`config.mk`:
```
export PLATFORM = sky130hd
export DESIGN_NAME = phase_fault_flag
export DESIGN_NICKNAME = d
export VERILOG_FILES = /design/src/rtl/phase_fault_flag.sv
export SDC_FILE = /design/constraint.sdc
export NUM_CORES = 1
export LEC_CHECK = 0
export BUFFER_PORTS_ARGS = -buffer_cell sky130_fd_sc_hd__buf_2
export CORE_MARGIN = 2
export CORE_UTILIZATION = 48
export DETAILED_ROUTE_END_ITERATION = 7
export PLACE_DENSITY = 0.78
export REMOVE_ABC_BUFFERS = 1
export SYNTH_ARGS = -nofsm -noshare
export SYNTH_HDL_FRONTEND = slang
export SYNTH_SLANG_ARGS = --single-unit
```
`constraint.sdc`:
```
create_clock -name clk -period 3 [get_ports clk]
set_clock_uncertainty 0.2 [all_clocks]
set_input_delay 0.6 -clock clk [delete_from_list [all_inputs] [get_ports clk]]
set_output_delay 0.6 -clock clk [all_outputs]
set_load 0.005 [all_outputs]
```
`src/rtl/phase_fault_flag.sv`:
```
module phase_fault_flag #(
  parameter int PF_ASSERT = 7,
  parameter int OC_ASSERT = 10,
  parameter int OC_CLEAR  = 3,
  parameter int UV_FILT   = 16
) (
  input  logic clk,
  input  logic rst_n,
  input  logic en,
  input  logic pwm_rise,
  input  logic pwm_fall,
  input  logic ot_hot,
  input  logic ot_cool,
  input  logic hs_short,
  input  logic oc_trip,
  input  logic uv_a,
  input  logic uv_b,
  output logic flag_hi,
  output logic flag_lo,
  output logic isense_lo,
  output logic drv_off
);
  localparam int PF_W = $clog2(PF_ASSERT + 1);
  localparam int OC_W = $clog2(OC_ASSERT + 1);
  localparam int CL_W = $clog2(OC_CLEAR + 1);
  localparam int UV_W = $clog2(UV_FILT + 1);

  logic            ot_lat;
  logic [PF_W-1:0] pf_cnt;
  logic            pf_flag;
  logic [OC_W-1:0] oc_cnt;
  logic [CL_W-1:0] oc_clean;
  logic            oc_flag;
  logic            oc_seen;
  logic [UV_W-1:0] uv_cnt;
  logic            uv_act;

  wire uv_any   = uv_a | uv_b;
  wire oc_cycle = oc_seen | oc_trip;

  always_ff @(posedge clk or negedge rst_n)
    if (!rst_n) ot_lat <= 1'b0;
    else if (ot_hot) ot_lat <= 1'b1;
    else if (ot_cool) ot_lat <= 1'b0;

  always_ff @(posedge clk or negedge rst_n)
    if (!rst_n) begin
      pf_cnt  <= '0;
      pf_flag <= 1'b0;
    end else if (!en) begin
      pf_cnt  <= '0;
      pf_flag <= 1'b0;
    end else if (pwm_rise) begin
      if (hs_short) begin
        if (pf_cnt == PF_W'(PF_ASSERT - 1)) pf_flag <= 1'b1;
        if (pf_cnt != PF_W'(PF_ASSERT)) pf_cnt <= pf_cnt + 1'b1;
      end else begin
        pf_cnt  <= '0;
        pf_flag <= 1'b0;
      end
    end

  always_ff @(posedge clk or negedge rst_n)
    if (!rst_n) oc_seen <= 1'b0;
    else if (!en || pwm_fall) oc_seen <= 1'b0;
    else if (oc_trip) oc_seen <= 1'b1;

  always_ff @(posedge clk or negedge rst_n)
    if (!rst_n) begin
      oc_cnt   <= '0;
      oc_clean <= '0;
      oc_flag  <= 1'b0;
    end else if (!en) begin
      oc_cnt   <= '0;
      oc_clean <= '0;
      oc_flag  <= 1'b0;
    end else if (pwm_fall) begin
      if (oc_cycle) begin
        oc_clean <= '0;
        if (!oc_flag) begin
          if (oc_cnt == OC_W'(OC_ASSERT - 1)) begin
            oc_flag <= 1'b1;
            oc_cnt  <= '0;
          end else oc_cnt <= oc_cnt + 1'b1;
        end
      end else if (!oc_flag) begin
        oc_cnt <= '0;
      end else if (oc_clean == CL_W'(OC_CLEAR - 1)) begin
        oc_flag  <= 1'b0;
        oc_clean <= '0;
      end else oc_clean <= oc_clean + 1'b1;
    end

  always_ff @(posedge clk or negedge rst_n)
    if (!rst_n) begin
      uv_cnt <= '0;
      uv_act <= 1'b0;
    end else if (!uv_any) begin
      uv_cnt <= '0;
      uv_act <= 1'b0;
    end else if (!uv_act) begin
      if (uv_cnt == UV_W'(UV_FILT - 1)) uv_act <= 1'b1;
      else uv_cnt <= uv_cnt + 1'b1;
    end

  assign flag_lo   = uv_act;
  assign flag_hi   = !uv_act && (ot_lat || pf_flag || oc_flag);
  assign isense_lo = uv_act;
  assign drv_off   = uv_act || ot_lat;

  AST_OT_DISABLE: assert property (@(posedge clk) disable iff (!rst_n)
    ot_hot |=> drv_off);
  AST_OT_HOLD: assert property (@(posedge clk) disable iff (!rst_n)
    (ot_lat && !ot_cool) |=> ot_lat);
  AST_PF_ENTRY: assert property (@(posedge clk) disable iff (!rst_n)
    $rose(pf_flag) |-> $past(pwm_rise && hs_short));
  AST_PF_CLEAN: assert property (@(posedge clk) disable iff (!rst_n)
    (en && pwm_rise && !hs_short) |=> !pf_flag);
  AST_OC_ENTRY: assert property (@(posedge clk) disable iff (!rst_n)
    $rose(oc_flag) |-> $past(pwm_fall && en));
  AST_UV_ENTRY: assert property (@(posedge clk) disable iff (!rst_n)
    $rose(flag_lo) |-> $past(uv_a || uv_b));
  AST_UV_RELEASE: assert property (@(posedge clk) disable iff (!rst_n)
    !(uv_a || uv_b) |=> !flag_lo);
  AST_EN_CLEARS: assert property (@(posedge clk) disable iff (!rst_n)
    !en |=> (pf_cnt == '0 && oc_cnt == '0 && !pf_flag && !oc_flag));
  AST_FLAG_EXCL: assert property (@(posedge clk) disable iff (!rst_n)
    !(flag_hi && flag_lo));
endmodule

```
==> impl_metrics.toml <==
[worst_setup_path]
reg2reg_slack_ns = 1.03
setup.worst_path.start_class = "register"
worstSetupPathType = "register to output pin"
required_ns = 2.20
worst-path-max-fanout = 9
reg2reg_from = "uv_cnt[0]"
reg2reg_depth = 5
timing.rr.end = "uv_cnt[3]"
crit_arrival_ns = 1.24
end_kind = "output pin"

[placed_design]
post_dp_cell_area_mm2 = 0.00117
numPortBuffers = 14
gp_congestion = 0.777
dp_hpwl_um = 1510

[yosys]
postSynthCellCount = 108
yosys_register_bits = 19
synth_simple_gate_area_frac = 0.245
synth-edff-count = 0
synthAdderAreaFrac = 0.0803
synth_cell_type_count = 38
seq_area_frac_synth = 0.436
synth_area_mm2 = 0.00109
synth_xor_xnor_area_share = 0.0161
syn_avg_cell_area_um2 = 10.1
async_flop_share = 1.00
synth_warnings = 0
synth.area.mux_share = 0
synth_ff_type = "dfrtp_1"
synth_compound_area_frac = 0.185
synth_top_family_by_area = "simple AND/OR/NAND/NOR gates"

[power_and_ir_drop]
ir_drop_v = 0.000360
p_leak_uw = 0.000548
power_uw = 542
p_per_area_mw_per_mm2 = 452

[detailed_routing]
first_iter_violations = 8
via_per_inst = 5.64
wl_um = 2040
routed-via-count = 851
drt-pass1-iter-count = 4
final_antenna_net_count = 0
routedWlPerCell_um = 13.5
drc = 0

[final_layout]
fill_cells = 197
antenna_cells = 0
finalInstanceArea_mm2 = 0.00120
drive_gt1_frac = 0.187
fin_nets = 142
syn_to_final_growth_pct = 9.98

[clocking]
clk_latency_ns = 0.30
cts_hold_buf = 0
cts_max_level = 1
clockRootBuffer = "clkbuf_4"
cts_max_path_buffers = 2
cts_buffers = 3
cts.reportedPaths.clkPinSlew_ns = 0.10
cts_tree = "done"
numClockSinks = 19
cts_resized = 0
cts_setup_buffers = 0

[outcome]
outcome = "finished clean"

[timing]
setup_violations = 0
clock.fmax_mhz = 490
drv_slew = 0
rsz0062_at_grt = "false"
finalCritPeriodShare = 0.680
tns_ns = 0
slew_headroom = 0.723
period_minus_slack_ns = 2.04
finalHoldViolCount = 0
tightest_slew_ns = 0.416

[global_routing]
antenna_found_initial = 0
grt_pass1_vias = 828
grt_overflow = 0
grt_pass1_wl_um = 3520
grt_max_degree = 20
grt_usage = 0.180

[floorplanning]
design.core.area_mm2 = 0.00217
start_util = 0.503
io_pins = 15
die_h_um = 51.7
die_x_um = 51.7
die_area_mm2 = 0.00267
row_count = 17

[run]
drv_cap = 0

[min_path]
min_path_type = "primary input to asynchronous set/reset pin"
==> critical path: stages (launching register included) <==
cell     delay (ns)
dfrtp_1        0.48
or2_2          0.33
buf_2          0.13
==> registers in the layout (all words and copies together), names as in the netlist <==
signal	cells
uv_cnt	5
oc_cnt	4
pf_cnt	3
oc_clean	2
flag_lo	1
oc_flag	1
oc_seen	1
ot_lat	1
pf_flag	1
==> power breakdown <==
part | total [µW] | internal, µW | switching (µW) | leakage, µW
clock network | 129 | 51.9 | 77.6 | 0.0000150
registers | 310 | 285 | 25.0 | 0.000255
logic | 102 | 47.9 | 54.2 | 0.000278
total | 542 | 385 | 157 | 0.000548
==> metal layers <==
layer | vias up | wire length [µm] | track usage | part of all wire
met5 | - | 0 | 0 | 0
met4 | 0 | 34 | 0.0789 | 0.017
met3 | 5 | 64 | 0.0460 | 0.031
met2 | 16 | 1030 | 0.323 | 0.50
met1 | 408 | 913 | 0.200 | 0.45
li1 | 422 | - | - | -
==> how the worst max path moves through the flow <==
| stage | from | to | slack [ns] | cells past startpoint |
|---|---|---|---|---|
| after floorplan | uv_cnt[0] | uv_cnt[3] | 1.14 | 5 |
| after global placement | uv_cnt[0] | uv_cnt[3] | 1.11 | 5 |
| after detailed placement | uv_cnt[0] | uv_cnt[3] | 1.02 | 5 |
| after CTS | flag_lo | drv_off | 0.93 | 2 |
| after global routing | flag_lo | drv_off | 0.91 | 2 |
| final | flag_lo | drv_off | 0.96 | 2 |
==> logic make-up after synthesis <==
family                     after synthesis
AOI/OAI and AO/OA                       26
DFF                                     19
and+or+nand+nor                         46
adders and majority gates                7
buffers and inverters                    8
xor gates and xnor gates                 2
==> final cells by class <==
cell class | instances | area, µm² | area share
repair buffers | 14 | 70.1 | 0.0584
flip-flops and latches | 19 | 475 | 0.396
inverters | 5 | 18.8 | 0.0156
multi-input cells | 81 | 574 | 0.479
clock buffers | 4 | 26.3 | 0.0219
well taps | 28 | 35.0 | 0.0292
==> synthesized netlist by cell type (2+ instances only) <==
library cell  number  area (µm²)
dfrtp_1           19         475
nor2_1            10        37.5
ha_1               7        87.6
o21ai_0            6        30.0
a21boi_0           5        37.5
inv_1              5        18.8
nand2b_1           5        31.3
nand3_1            5        25.0
nand2_1            4        15.0
nor3b_1            4        30.0
a21oi_1            3        15.0
and2_1             2        12.5
nand3b_1           2        15.0
nor2b_1            2        12.5
nor3_1             2        10.0
o21a_1             2        15.0
o41ai_1            2        17.5
or2_2              2        12.5
xnor2_1            2        17.5
==> stage by stage <==
step,setup slack [ns],cells,util,hold WS (ns)
after CTS,0.931,151,0.553,0.0112
after global routing,0.909,151,0.553,0.0327
final,0.959,151,0.553,0.0136
after floorplan,1.14,105,-,0.104
after detailed placement,1.02,147,0.541,0.305
after global placement,1.11,147,0.541,0.289
==> layout by cell type, fill, tap and decap left out, types with 2 or more instances in the layout <==
| master | n |
|---|---|
| o21ai_0 | 6 |
| dfrtp_1 | 19 |
| a21boi_0 | 5 |
| nor3b_1 | 4 |
| and2_1 | 2 |
| nor2_1 | 10 |
| clkbuf_4 | 3 |
| xnor2_1 | 2 |
| nand2_1 | 4 |
| nor3_1 | 2 |
| o41ai_1 | 2 |
| buf_2 | 14 |
| inv_1 | 5 |
| nor2b_1 | 2 |
| nand3b_1 | 2 |
| a21oi_1 | 3 |
| o21a_1 | 2 |
| nand3_1 | 5 |
| nand2b_1 | 5 |
| or2_2 | 2 |
| ha_1 | 7 |
Note: power is estimated with default switching activity, not from simulation.
